--- src/rtl/mfc_pkg.sv ---
package mfc_pkg;
  localparam int ESR_W    = 32;
  localparam int CAUSE_W  = 5;
  localparam int CAUSE_LSB = 0;
  localparam int DEST_W   = 5;
  localparam int DEST_LSB = 5;
  localparam int WR_BIT   = 10;
  localparam int WORD_BIT = 11;

  // fault source slots, lower index has higher priority
  localparam int SRC_BUS   = 0;
  localparam int SRC_ALIGN = 1;
  localparam int SRC_STACK = 2;
  localparam int NUM_SRC   = 3;

  typedef struct packed {
    logic             hit;     // source claims the cycle
    logic             req;     // source asks for an exception
    logic             ld_esr;  // source writes the status word
    logic [ESR_W-1:0] esr;     // status word to load
  } fault_t;
endpackage

--- src/rtl/mfc_prio.sv ---
module mfc_prio
  import mfc_pkg::*;
#(
  parameter int N  = 3,
  parameter int AW = 32
) (
  input  fault_t [N-1:0]         src,
  input  logic   [N-1:0][AW-1:0] src_addr,
  output logic                   any,
  output fault_t                 win,
  output logic   [AW-1:0]        win_addr
);
  always_comb begin
    any      = 1'b0;
    win      = '0;
    win_addr = '0;
    // walk from lowest priority up so the highest one overwrites
    for (int i = N - 1; i >= 0; i--) begin
      if (src[i].hit) begin
        any      = 1'b1;
        win      = src[i];
        win_addr = src_addr[i];
      end
    end
  end
endmodule

--- config.mk ---
export PLATFORM = sky130hd
export DESIGN_NAME = mfc_prio
export DESIGN_NICKNAME = d
export VERILOG_FILES = /design/src/rtl/mfc_pkg.sv /design/src/rtl/mfc_prio.sv
export SDC_FILE = /design/constraint.sdc
export NUM_CORES = 1
export LEC_CHECK = 0
export ABC_AREA = 0
export BUFFER_PORTS_ARGS = -buffer_cell sky130_fd_sc_hd__buf_4
export CAP_MARGIN = 20
export CORE_AREA = 2 2 106 108
export DETAILED_ROUTE_END_ITERATION = 7
export DIE_AREA = 0 0 108 110
export PLACE_DENSITY_LB_ADDON = 0.1
export SYNTH_ARGS = -nofsm -noshare
export SYNTH_HDL_FRONTEND = slang
export SYNTH_SLANG_ARGS = --single-unit
--- constraint.sdc ---
create_clock -name vclk -period 1.65
set_clock_uncertainty 0.15 [all_clocks]
set_input_delay 0.2475 -clock vclk [all_inputs]
set_output_delay 0.2475 -clock vclk [all_outputs]
set_load 0.03 [all_outputs]
# Yosys cells after proc, flatten, opt, wreduce, memory -nomap -nowiden
# Cells that the tools add are included.
[totals]
ff_bits = 0
inputBits = 201
out_inout_bits = 68
wordCells = 9
[classes]
muxes = 9
[ops]
columns = ["op", "n"]
rows = [
  ["35-bit 2-to-1 mux", 3],
  ["32-bit 2-to-1 mux", 3],
  ["1-bit 2-to-1 mux", 3],
]

# Depth between registers and ports, before layout
# Gate-level depths: netlist (run 1).
[logic_depth]
word_depth = 3
ltp_mapped = 4
depth_no_buf = 2

# Worst setup path before layout (run 1)
# No wires, ideal clock.
[synth_path]
path_type = "input-to-output"
from = "in src[34] (netlist name)"
to = "out win[34] (netlist name)"
t_arrival_ps = 1124
t_required_ps = 1252
path_slack_ps = 128
cell_stages = 3
n_path_buf = 2
cell_sequence = "buf_6 -> or3_1 -> buf_4"
[synth_lines]
columns = ["element", "line", "source"]
rows = [
  ["start: declaration", "mfc_prio.sv:7", "input fault_t [N-1:0] src,"],
  ["end: declaration", "mfc_prio.sv:10", "output fault_t win,"],
]

==> results by group, run 1 <==
Status
  – Outcome: completed

STA
  – Max Fclk: 0.6402 GHz
  – Fin crit period: 1562 ps
  – Setup_tns: 0 ps
  – RSZ-0062 raised after global routing: no
  – Max-slew violations: 0
  – Final hold vios: 0
  – Tcrit/Tclk final: 0.9467
  – Slew margin rel.: 0.8252
  – Worst-Margin Slew: 262.2 ps
  – Final setup viols: 0

Run
  – Max Cap Violations: 0

Cells and area
  – Area of the multi-input gates: 1813 sq um
  – Sequential cell area: 0 sq um
  – Layout cell share with drive strength beyond 1: 0.6309
  – Layout fillers: 1150
  – CLK BUF: 0
  – Fin nets: 753
  – P&R area growth vs syn: 102.3%
  – Non-Filler Cell Area, Final: 4212 sq um
  – Seq_cells: 0
  – Diodes inserted: 0

Global route
  – Total global routing overflow: 0
  – Global-route usage over all layers: 0.1451
  – Largest net degree at the start of global routing: 55
  – First-pass GRT wire length: 14320 um
  – Vias in the first global route: 2943
  – Initial antenna violation count: 0

Pwr
  – VDD IR-drop max: 0.1404 mV
  – Pwr dens: 333.3 nW/um^2
  – Pleak: 1.878 nW

Detailed routing
  – TritonRoute pass-1 iters: 4
  – Routed WL: 10050 um
  – Via Count: 3099
  – ANT nets after route: 0
  – Via/cell ratio: 4.491
  – DR iter-0 viols: 165
  – Drt wl/cell: 14.57 um
  – # DRC: 0

Logic synthesis
  – Top cell type's share of synthesized area: 0.2608
  – Leading post-synthesis cells by cell area: a21oi_2 26%, nand3b_1 24%, nor2b_1 19%
  – Synth Instances: 301
  – Most frequent cell after synthesis: a21oi_1
  – Syn Area/Cell: 6.917 sq um
  – Synth cell count leaders: 70 x a21oi_1, 66 x nand3b_1, 62 x a21oi_2, 62 x nor2b_1, 16 x buf_6
  – Mapped Area: 2082 sq um
  – Synth area leader: a21oi_2
  – Syn Nets: 502
  – Synth warn: 0
  – Netlist cell types: 10
  – Sequential share of the synthesized area: 0

Worst setup path
  – Setup CP Type: in2out
  – Crit path max fanout: 16
  – Worst setup EP type: output pin
  – Critical Path RT: 1250 ps
  – CP Launch Type: input port
  – Critical path arrival: 1160 ps

Placement
  – DPL Wire Length: 8059 um
  – Final RePlAce weighted congestion: 0.7428
  – IO Port Bufs: 269
  – Area post-placement: 4183 sq um

Floorplan
  – Die Ht: 110 um
  – Die width: 108 um
  – Rows: 38
  – Die Area: 11880 sq um
  – Initial Util: 0.1946
  – Core Box Area: 10700 sq um
  – # IOs: 269

Hold path
  – Hold Path Class: in2out

Clock network
  – Cts hold-fix bufs: 0
path summary, 6_finish.rpt:
kind | start | slack (ps) | to | cells after the start
setup / recovery | src[69] | 90 | win[16] | 5
hold / removal | src[24] | 700 | win[24] | 4
through the flow:
step | util | setup slack (ps) | std cells | total power [mW] | hold WS (ps)
3_5_place_dp | 0.3910 | 63.68 | 689 | 1.404 | 704.9
3_3_place_gp | 0.3910 | 87.94 | 689 | 1.388 | 701.1
6_report | 0.3937 | 87.89 | 690 | 1.404 | 702.9
4_1_cts | 0.3910 | 65.35 | 689 | 1.408 | 708.7
2_1_floorplan | - | 128.3 | 301 | 0.7468 | 531.6
5_1_grt | 0.3937 | 7.143 | 690 | 1.498 | 716.6
per-layer routing:
layer	GRT usage	up-vias	share of wire
li1	-	1567	-
met1	0.1671	1381	0.37
met2	0.2871	149	0.53
met3	0.03175	2	0.093
met4	0.004579	0	0.0034
met5	0	-	0
cell families (layout without fill, tap and decap cells):
| kind of cell | count (synthesis) | count (layout) | share of synthesized area |
|---|---|---|---|
| AOI/OAI and AO/OA | 132 | 132 | 0.4291 |
| buffers and inverters | 36 | 285 | 0.1292 |
| and+or+nand+nor | 133 | 133 | 0.4417 |
worst max-delay path, cell delays in order:
cell	delay [ps]
buf_4	180
buf_4	210
nand3b_1	190
a21oi_2	150
buf_4	180
final cells by class:
class | count | share of cell area
tap | 140 | 0.04159
timing repair buffer | 285 | 0.5279
multi-input combinational | 265 | 0.4305
where the power goes:
group | internal (mW) | total (mW) | switching [mW]
clock network | 0 | 0 | 0
logic | 0.708 | 1.40 | 0.696
registers | 0 | 0 | 0
layout by cell type (no fill, tap or decap), drive strengths merged:
cell type,count
nand3b,66
and2b,4
or3,1
clkbuf,1
a21oi,132
buf,284
nor2b,62
repair_timing:
| item | 4_1_cts | 5_1_grt |
|---|---|---|
| buffers inserted | 0 | 0 |
| resized for setup | 0 | 1 |
| endpoints found under the setup margin | 0 | 5 |
No activity file was read; power rests on OpenSTA's default activity.
==> run 2, diff against run 1 <==
--- a/config.mk
+++ b/config.mk
@@ -6,11 +6,11 @@
 export NUM_CORES = 1
 export LEC_CHECK = 0
 export ABC_AREA = 0
-export BUFFER_PORTS_ARGS = -buffer_cell sky130_fd_sc_hd__buf_4
 export CAP_MARGIN = 20
-export CORE_AREA = 2 2 106 108
+export CORE_AREA = 2 2 103 105
 export DETAILED_ROUTE_END_ITERATION = 7
-export DIE_AREA = 0 0 108 110
+export DIE_AREA = 0 0 105 107
+export DONT_BUFFER_PORTS = 1
 export PLACE_DENSITY_LB_ADDON = 0.1
 export SYNTH_ARGS = -nofsm -noshare
 export SYNTH_HDL_FRONTEND = slang
==> run 2 against run 1 <==
  * Via count down 32%
  * Cell area down 52%
  * Largest cell class is now multi-input combinational cells
  * First-iteration DRC count up 1.2%
  * Non-clock buffer count down 280
  * Core utilization down 19 points
  * Flip-flop and latch count unchanged
  * Maximum frequency up 15%
  * Wire length down 33%
  * Global-route usage down 4.7 points
==> results by group, run 2 (synthesis results as in run 1) <==
Status
  – Outcome: completed

Cells and area
  – Layout Utilization: 0.2002 (-0.1935)
  – Non-Filler Cell Area, Final: 2021 sq um (-52%)
  – Layout fillers: 1143 (-0.61%)
  – Most frequent cells in the layout: 70 x a21oi_1, 66 x nand3b_1, 62 x a21oi_2, 62 x nor2b_1, 5 x buf_4
  – Area of the multi-input gates: 1813 sq um (unchanged)
  – Sequential cell area: 0 sq um (unchanged)
  – P&R area growth vs syn: -2.945%
  – Seq_cells: 0 (unchanged)
  – Non-Filler Instances: 406 (-41%)
  – Layout cell share with drive strength beyond 1: 0.2481 (-0.3828)
  – CLK BUF: 0 (unchanged)
  – Fin nets: 473 (-37%)
  – Diodes inserted: 0 (unchanged)
  – Most common cell after layout, fill and taps aside: a21oi_1

Worst setup path
  – Worst setup EP type: output pin
  – Critical path arrival: 960 ps (-200 ps)
  – Critical Path RT: 1250 ps (about the same)
  – Crit-path max cell delay: 390 ps (+180 ps)
  – Cell family with most CP delay: compound AO/OA/AOI/OAI gates
  – CP Cell Sequence: nand3b_1 -> a21oi_2
  – Worst Setup EP: win[20]
  – Crit path max fanout: 133 (+117)
  – Slowest cell on the critical path: a21oi_2
  – Setup CP Type: in2out
  – CP startpoint: src[69]
  – CP Launch Type: input port
  – WP buf/inv: 0 (-3)
  – Instance count on the critical path: 2 (-3)

Global route
  – M2 GR Usage: 0.2124 (-0.07463)
  – Total global routing overflow: 0 (unchanged)
  – Met3 usage: 0.02067 (-0.01108)
  – GR Layer Usage met1: 0.09876 (-0.06837)
  – Global-route usage over all layers: 0.09776 (-0.04733)
  – Largest net degree at the start of global routing: 134 (+140%)
  – Vias in the first global route: 1890 (-36%)
  – First-pass GRT wire length: 9356 um (-35%)
  – Gr busiest metal: met2
  – Initial antenna violation count: 0 (unchanged)

STA
  – Slew margin rel.: 0.5837 (-0.2415)
  – Setup_tns: 0 ps (unchanged)
  – Final setup viols: 0 (unchanged)
  – Final hold vios: 0 (unchanged)
  – Fin crit period: 1358 ps (-203.6 ps)
  – Hold_ws: 537.8 ps (-165.1 ps)
  – Worst-Margin Slew: 625.7 ps (+363.6 ps)
  – Tcrit/Tclk final: 0.8233 (-0.1234)
  – RSZ-0062 raised after global routing: no
  – Max-slew violations: 0 (unchanged)
  – Max Fclk: 0.7361 GHz (+15%)
  – Worst Slack Setup Final: 291.5 ps (+203.6 ps)

Floorplan
  – Die width: 105 um (-2.8%)
  – Core Box Area: 10090 sq um (-5.7%)
  – Initial Util: 0.2063 (+0.01168)
  – Rows: 37 (-2.6%)
  – # IOs: 269 (unchanged)
  – Die Area: 11240 sq um (-5.4%)
  – Die Ht: 107 um (-2.7%)

Detailed routing
  – ANT nets after route: 0 (unchanged)
  – Routed WL: 6759 um (-33%)
  – Via/cell ratio: 5.170 (+15%)
  – Drt wl/cell: 16.65 um (+14%)
  – Via Count: 2099 (-32%)
  – TritonRoute pass-1 iters: 4 (unchanged)
  – DR iter-0 viols: 167 (+1.2%)
  – # DRC: 0 (unchanged)

Run
  – Max Cap Violations: 0 (unchanged)

Hold path
  – Cell depth of the worst hold path: 2 (-2)
  – Hold Path Class: in2out

Pwr
  – Comb power frac: 1.000 (about the same)
  – Cell internal pwr: 0.2096 mW (-70%)
  – Design Power: 0.6823 mW (-51%)
  – Pleak: 0.5024 nW (-73%)
  – Seq pwr share: 0 (unchanged)
  – VDD IR-drop max: 0.09613 mV (-32%)
  – Pwr dens: 337.7 nW/um^2 (+1.3%)
  – Sw frac: 0.6928 (+0.1969)
  – Clock network fraction of total power: 0 (unchanged)
  – Net Switching: 0.4727 mW (-32%)

Placement
  – Final RePlAce weighted congestion: 0.6925 (-6.8%)
  – Area post-placement: 2021 sq um (-52%)
  – DPL Wire Length: 5060 um (-37%)
  – Cells after DPL: 406 (-41%)
  – IO Port Bufs: 0 (-100%)
  – DP Worst Slack: 342.9 ps (+279.2 ps)

Clock network
  – Cts hold-fix bufs: 0 (unchanged)
  – CTS resizes: 0 (unchanged)
  – Post-CTS setup buffers: 0 (unchanged)
## run 2: changes by cell type in the layout (fill, tap and decap cells not counted)
cell / before / now
buf_4: 278 / 5
buf_12: 5 / 0
buf_6: 1 / 0
clkbuf_16: 1 / 0
## run 2: layer usage
layer / up-vias / part of all wire
li1: 1010 / -
met1: 932 / 0.34
met2: 157 / 0.56
met3: 0 / 0.10
met4: 0 / 0
met5: - / 0
## run 2: layout make-up
cell class,instances,area share
tap,136,0.08421
timing repair buffer,5,0.01858
multi-input combinational,265,0.8972
## run 2: worst min-delay path by stage
stage	from	slack, ps	to
after floorplan	src[101]	530	win[31]
after global placement	src_addr[92]	540	win_addr[28]
after detailed placement	src[91]	540	win[21]
after CTS	src[91]	540	win[21]
after global routing	src[92]	540	win[22]
final	src[85]	540	win[15]
## run 2: power groups by stage
stage / Sequential, mW / Clock (mW) / Combinational (mW)
finish: 0 / 0 / 0.682
floorplan: 0 / 0 / 0.747
detailed placement: 0 / 0 / 0.690
CTS: 0 / 0 / 0.692
global placement: 0 / 0 / 0.686
global route: 0 / 0 / 0.719
==> run 3, diff against run 2 <==
--- a/config.mk
+++ b/config.mk
@@ -5,7 +5,7 @@
 export SDC_FILE = /design/constraint.sdc
 export NUM_CORES = 1
 export LEC_CHECK = 0
-export ABC_AREA = 0
+export ABC_AREA = 1
 export CAP_MARGIN = 20
 export CORE_AREA = 2 2 103 105
 export DETAILED_ROUTE_END_ITERATION = 7
==> constraint.sdc (replaced) <==
create_clock -name vclk -period 1.36
set_clock_uncertainty 0.15 [all_clocks]
set_input_delay 0.204 -clock vclk [all_inputs]
set_output_delay 0.204 -clock vclk [all_outputs]
set_load 0.03 [all_outputs]
==> run 3 against run 2 <==
  * Cell area up 34%
  * Core utilization up 6.8 points
  * Synthesized area down 6.6%
  * Flip-flop and latch count unchanged
  * Sequential share of layout area unchanged
  * First-iteration DRC count up 8.4%
  * Largest power group unchanged
  * Highest routed layer is now met4
==> results by group, run 3 <==
Status
  – Outcome: completed

Logic synthesis
  – Synth area leader: nor2_1
  – Syn Area/Cell: 3.876 sq um (-44%)
  – Mapped Area: 1946 sq um (-6.6%)
  – Syn Nets: 703 (+40%)
  – Netlist cell types: 7 (-3)
  – Synth warn: 0 (unchanged)
  – Leading post-synthesis cells by cell area: nor2_1 51%, nand2_1 38%, buf_2 4.9%
  – Synth Instances: 502 (+67%)
  – Top cell type's share of synthesized area: 0.5113 (+0.2504)
  – Most frequent cell after synthesis: nor2_1
  – Sequential share of the synthesized area: 0 (unchanged)
  – Synth cell count leaders: 265 x nor2_1, 199 x nand2_1, 19 x buf_2

Global route
  – Vias in the first global route: 2517 (+33%)
  – Total global routing overflow: 0 (unchanged)
  – Gr busiest metal: met2
  – M2 GR Usage: 0.2375 (+0.02505)
  – Largest net degree at the start of global routing: 134 (unchanged)
  – Initial antenna violation count: 0 (unchanged)
  – First-pass GRT wire length: 11760 um (+26%)
  – Met3 usage: 0.02371 (+0.003040)
  – GR Layer Usage met1: 0.1359 (+0.03717)
  – Global-route usage over all layers: 0.1204 (+0.02268)

STA
  – Max-slew violations: 0 (unchanged)
  – Max Fclk: 0.7673 GHz
  – Worst-Margin Slew: 239.8 ps (-385.9 ps)
  – Final setup viols: 0 (unchanged)
  – Worst Slack Setup Final: 56.80 ps (-234.7 ps)
  – Fin crit period: 1303 ps
  – RSZ-0062 raised after global routing: no
  – Tcrit/Tclk final: 0.9582
  – Final hold vios: 0 (unchanged)
  – Slew margin rel.: 0.8398 (+0.2561)

Cells and area
  – Layout cell share with drive strength beyond 1: 0.2301 (-0.01801)
  – Seq_cells: 0 (unchanged)
  – P&R area growth vs syn: 39.29%
  – Layout fillers: 1213 (+6.1%)
  – Diodes inserted: 0 (unchanged)
  – CLK BUF: 0 (unchanged)
  – Fin nets: 694 (+47%)
  – Most common cell after layout, fill and taps aside: nand2_1
  – Most frequent cells in the layout: 198 x nand2_1, 180 x nor2_1, 59 x nor2_4
  – Non-Filler Cell Area, Final: 2710 sq um (+34%)
  – Layout Utilization: 0.2685 (+0.06831)
  – Non-Filler Instances: 627 (+54%)
  – Sequential cell area: 0 sq um (unchanged)

Placement
  – DP Worst Slack: 31.96 ps (-310.9 ps)
  – IO Port Bufs: 0 (unchanged)
  – Cells after DPL: 626 (+54%)
  – Area post-placement: 2658 sq um (+32%)
  – Final RePlAce weighted congestion: 0.7621 (+10%)
  – DPL Wire Length: 6316 um (+25%)

Detailed routing
  – Drt wl/cell: 12.64 um (-24%)
  – TritonRoute pass-1 iters: 4 (unchanged)
  – ANT nets after route: 0 (unchanged)
  – Via Count: 2765 (+32%)
  – # DRC: 0 (unchanged)
  – Via/cell ratio: 4.410 (-15%)
  – Routed WL: 7926 um (+17%)
  – DR iter-0 viols: 181 (+8.4%)

Pwr
  – Pwr dens: 426.3 nW/um^2 (+26%)
  – Design Power: 1.155 mW (+69%)
  – Pleak: 1.260 nW (+150%)
  – VDD IR-drop max: 0.1607 mV (+67%)

Worst setup path
  – Worst Setup EP: win_addr[3]
  – Critical Path RT: 1010 ps (-240 ps)
  – Critical path arrival: 950 ps (about the same)
  – Setup CP Type: in2out
  – Worst setup EP type: output pin
  – CP Launch Type: input port
  – Crit path max fanout: 38 (-71%)
  – CP startpoint: src[34]

Run
  – Max Cap Violations: 0 (unchanged)

Floorplan
  – Die width: 105 um (unchanged)
  – # IOs: 269 (unchanged)
  – Die Ht: 107 um (unchanged)
  – Rows: 37 (unchanged)
  – Die Area: 11240 sq um (unchanged)
  – Initial Util: 0.1928 (-0.01351)
  – Core Box Area: 10090 sq um (unchanged)

Hold path
  – Hold Path Class: in2out

Clock network
  – Cts hold-fix bufs: 0 (unchanged)
run 3: changes by cell type in the layout (fill, tap and decap cells not counted), sizes merged:
cell    before  now
a21oi      132    0
and2b        4    0
buf          5   26
clkinv       0    1
nand2        0  199
nand3b      66    0
nor2         0  265
nor2b       62    0
or3          1    0
run 3: worst max-delay path, cell delays in order:
cell and delay (ps):
clkinv_2 70, buf_12 180, buf_4 160, nor2_1 110, nor2_2 50, buf_4 160
run 3: how the worst min path moves through the flow:
stage	start	to	cells after the start
after global routing	src[104]	win[34]	3
after detailed placement	src[104]	win[34]	3
after floorplan	src_addr[0]	win_addr[0]	2
final	src[104]	win[34]	3
after global placement	src[104]	win[34]	3
after CTS	src[104]	win[34]	3
run 3: cells by family (layout without fill, tap and decap cells):
logic type | Yosys count | count (layout) | synth area share
and+or+nand+nor | 464 | 464 | 0.8952
buffers and inverters | 38 | 27 | 0.1048
run 3: layout make-up:
cell class / instances / area, sq um / share of cell area
multi-input combinational: 464 / 2252 / 0.8310
timing repair buffer: 26 / 282.8 / 0.1043
tap: 136 / 170.2 / 0.06279
inverter: 1 / 5.005 / 0.001847
run 3: what timing repair did:
action,in CTS,in global routing
setup endpoints to repair,0,18
resized for setup,0,18
buffers inserted,0,1
run 3: through the flow:
stage                     hold slack [ps]  TNS [ps]
final                               491.2         0
after global placement              498.8         0
after global routing                496.4         0
after floorplan                     463.4    -46.60
after CTS                           496.4         0
after detailed placement            496.5         0
run 3: metal layers:
layer	vias to the layer above	share of wire
met1	1155	0.38
met2	152	0.52
li1	1448	-
met5	-	0
met4	0	0.014
met3	10	0.088
run 3: where the power goes:
| group | switching [mW] | internal (mW) |
|---|---|---|
| clock network | 0 | 0 |
| registers | 0 | 0 |
| logic | 0.793 | 0.362 |
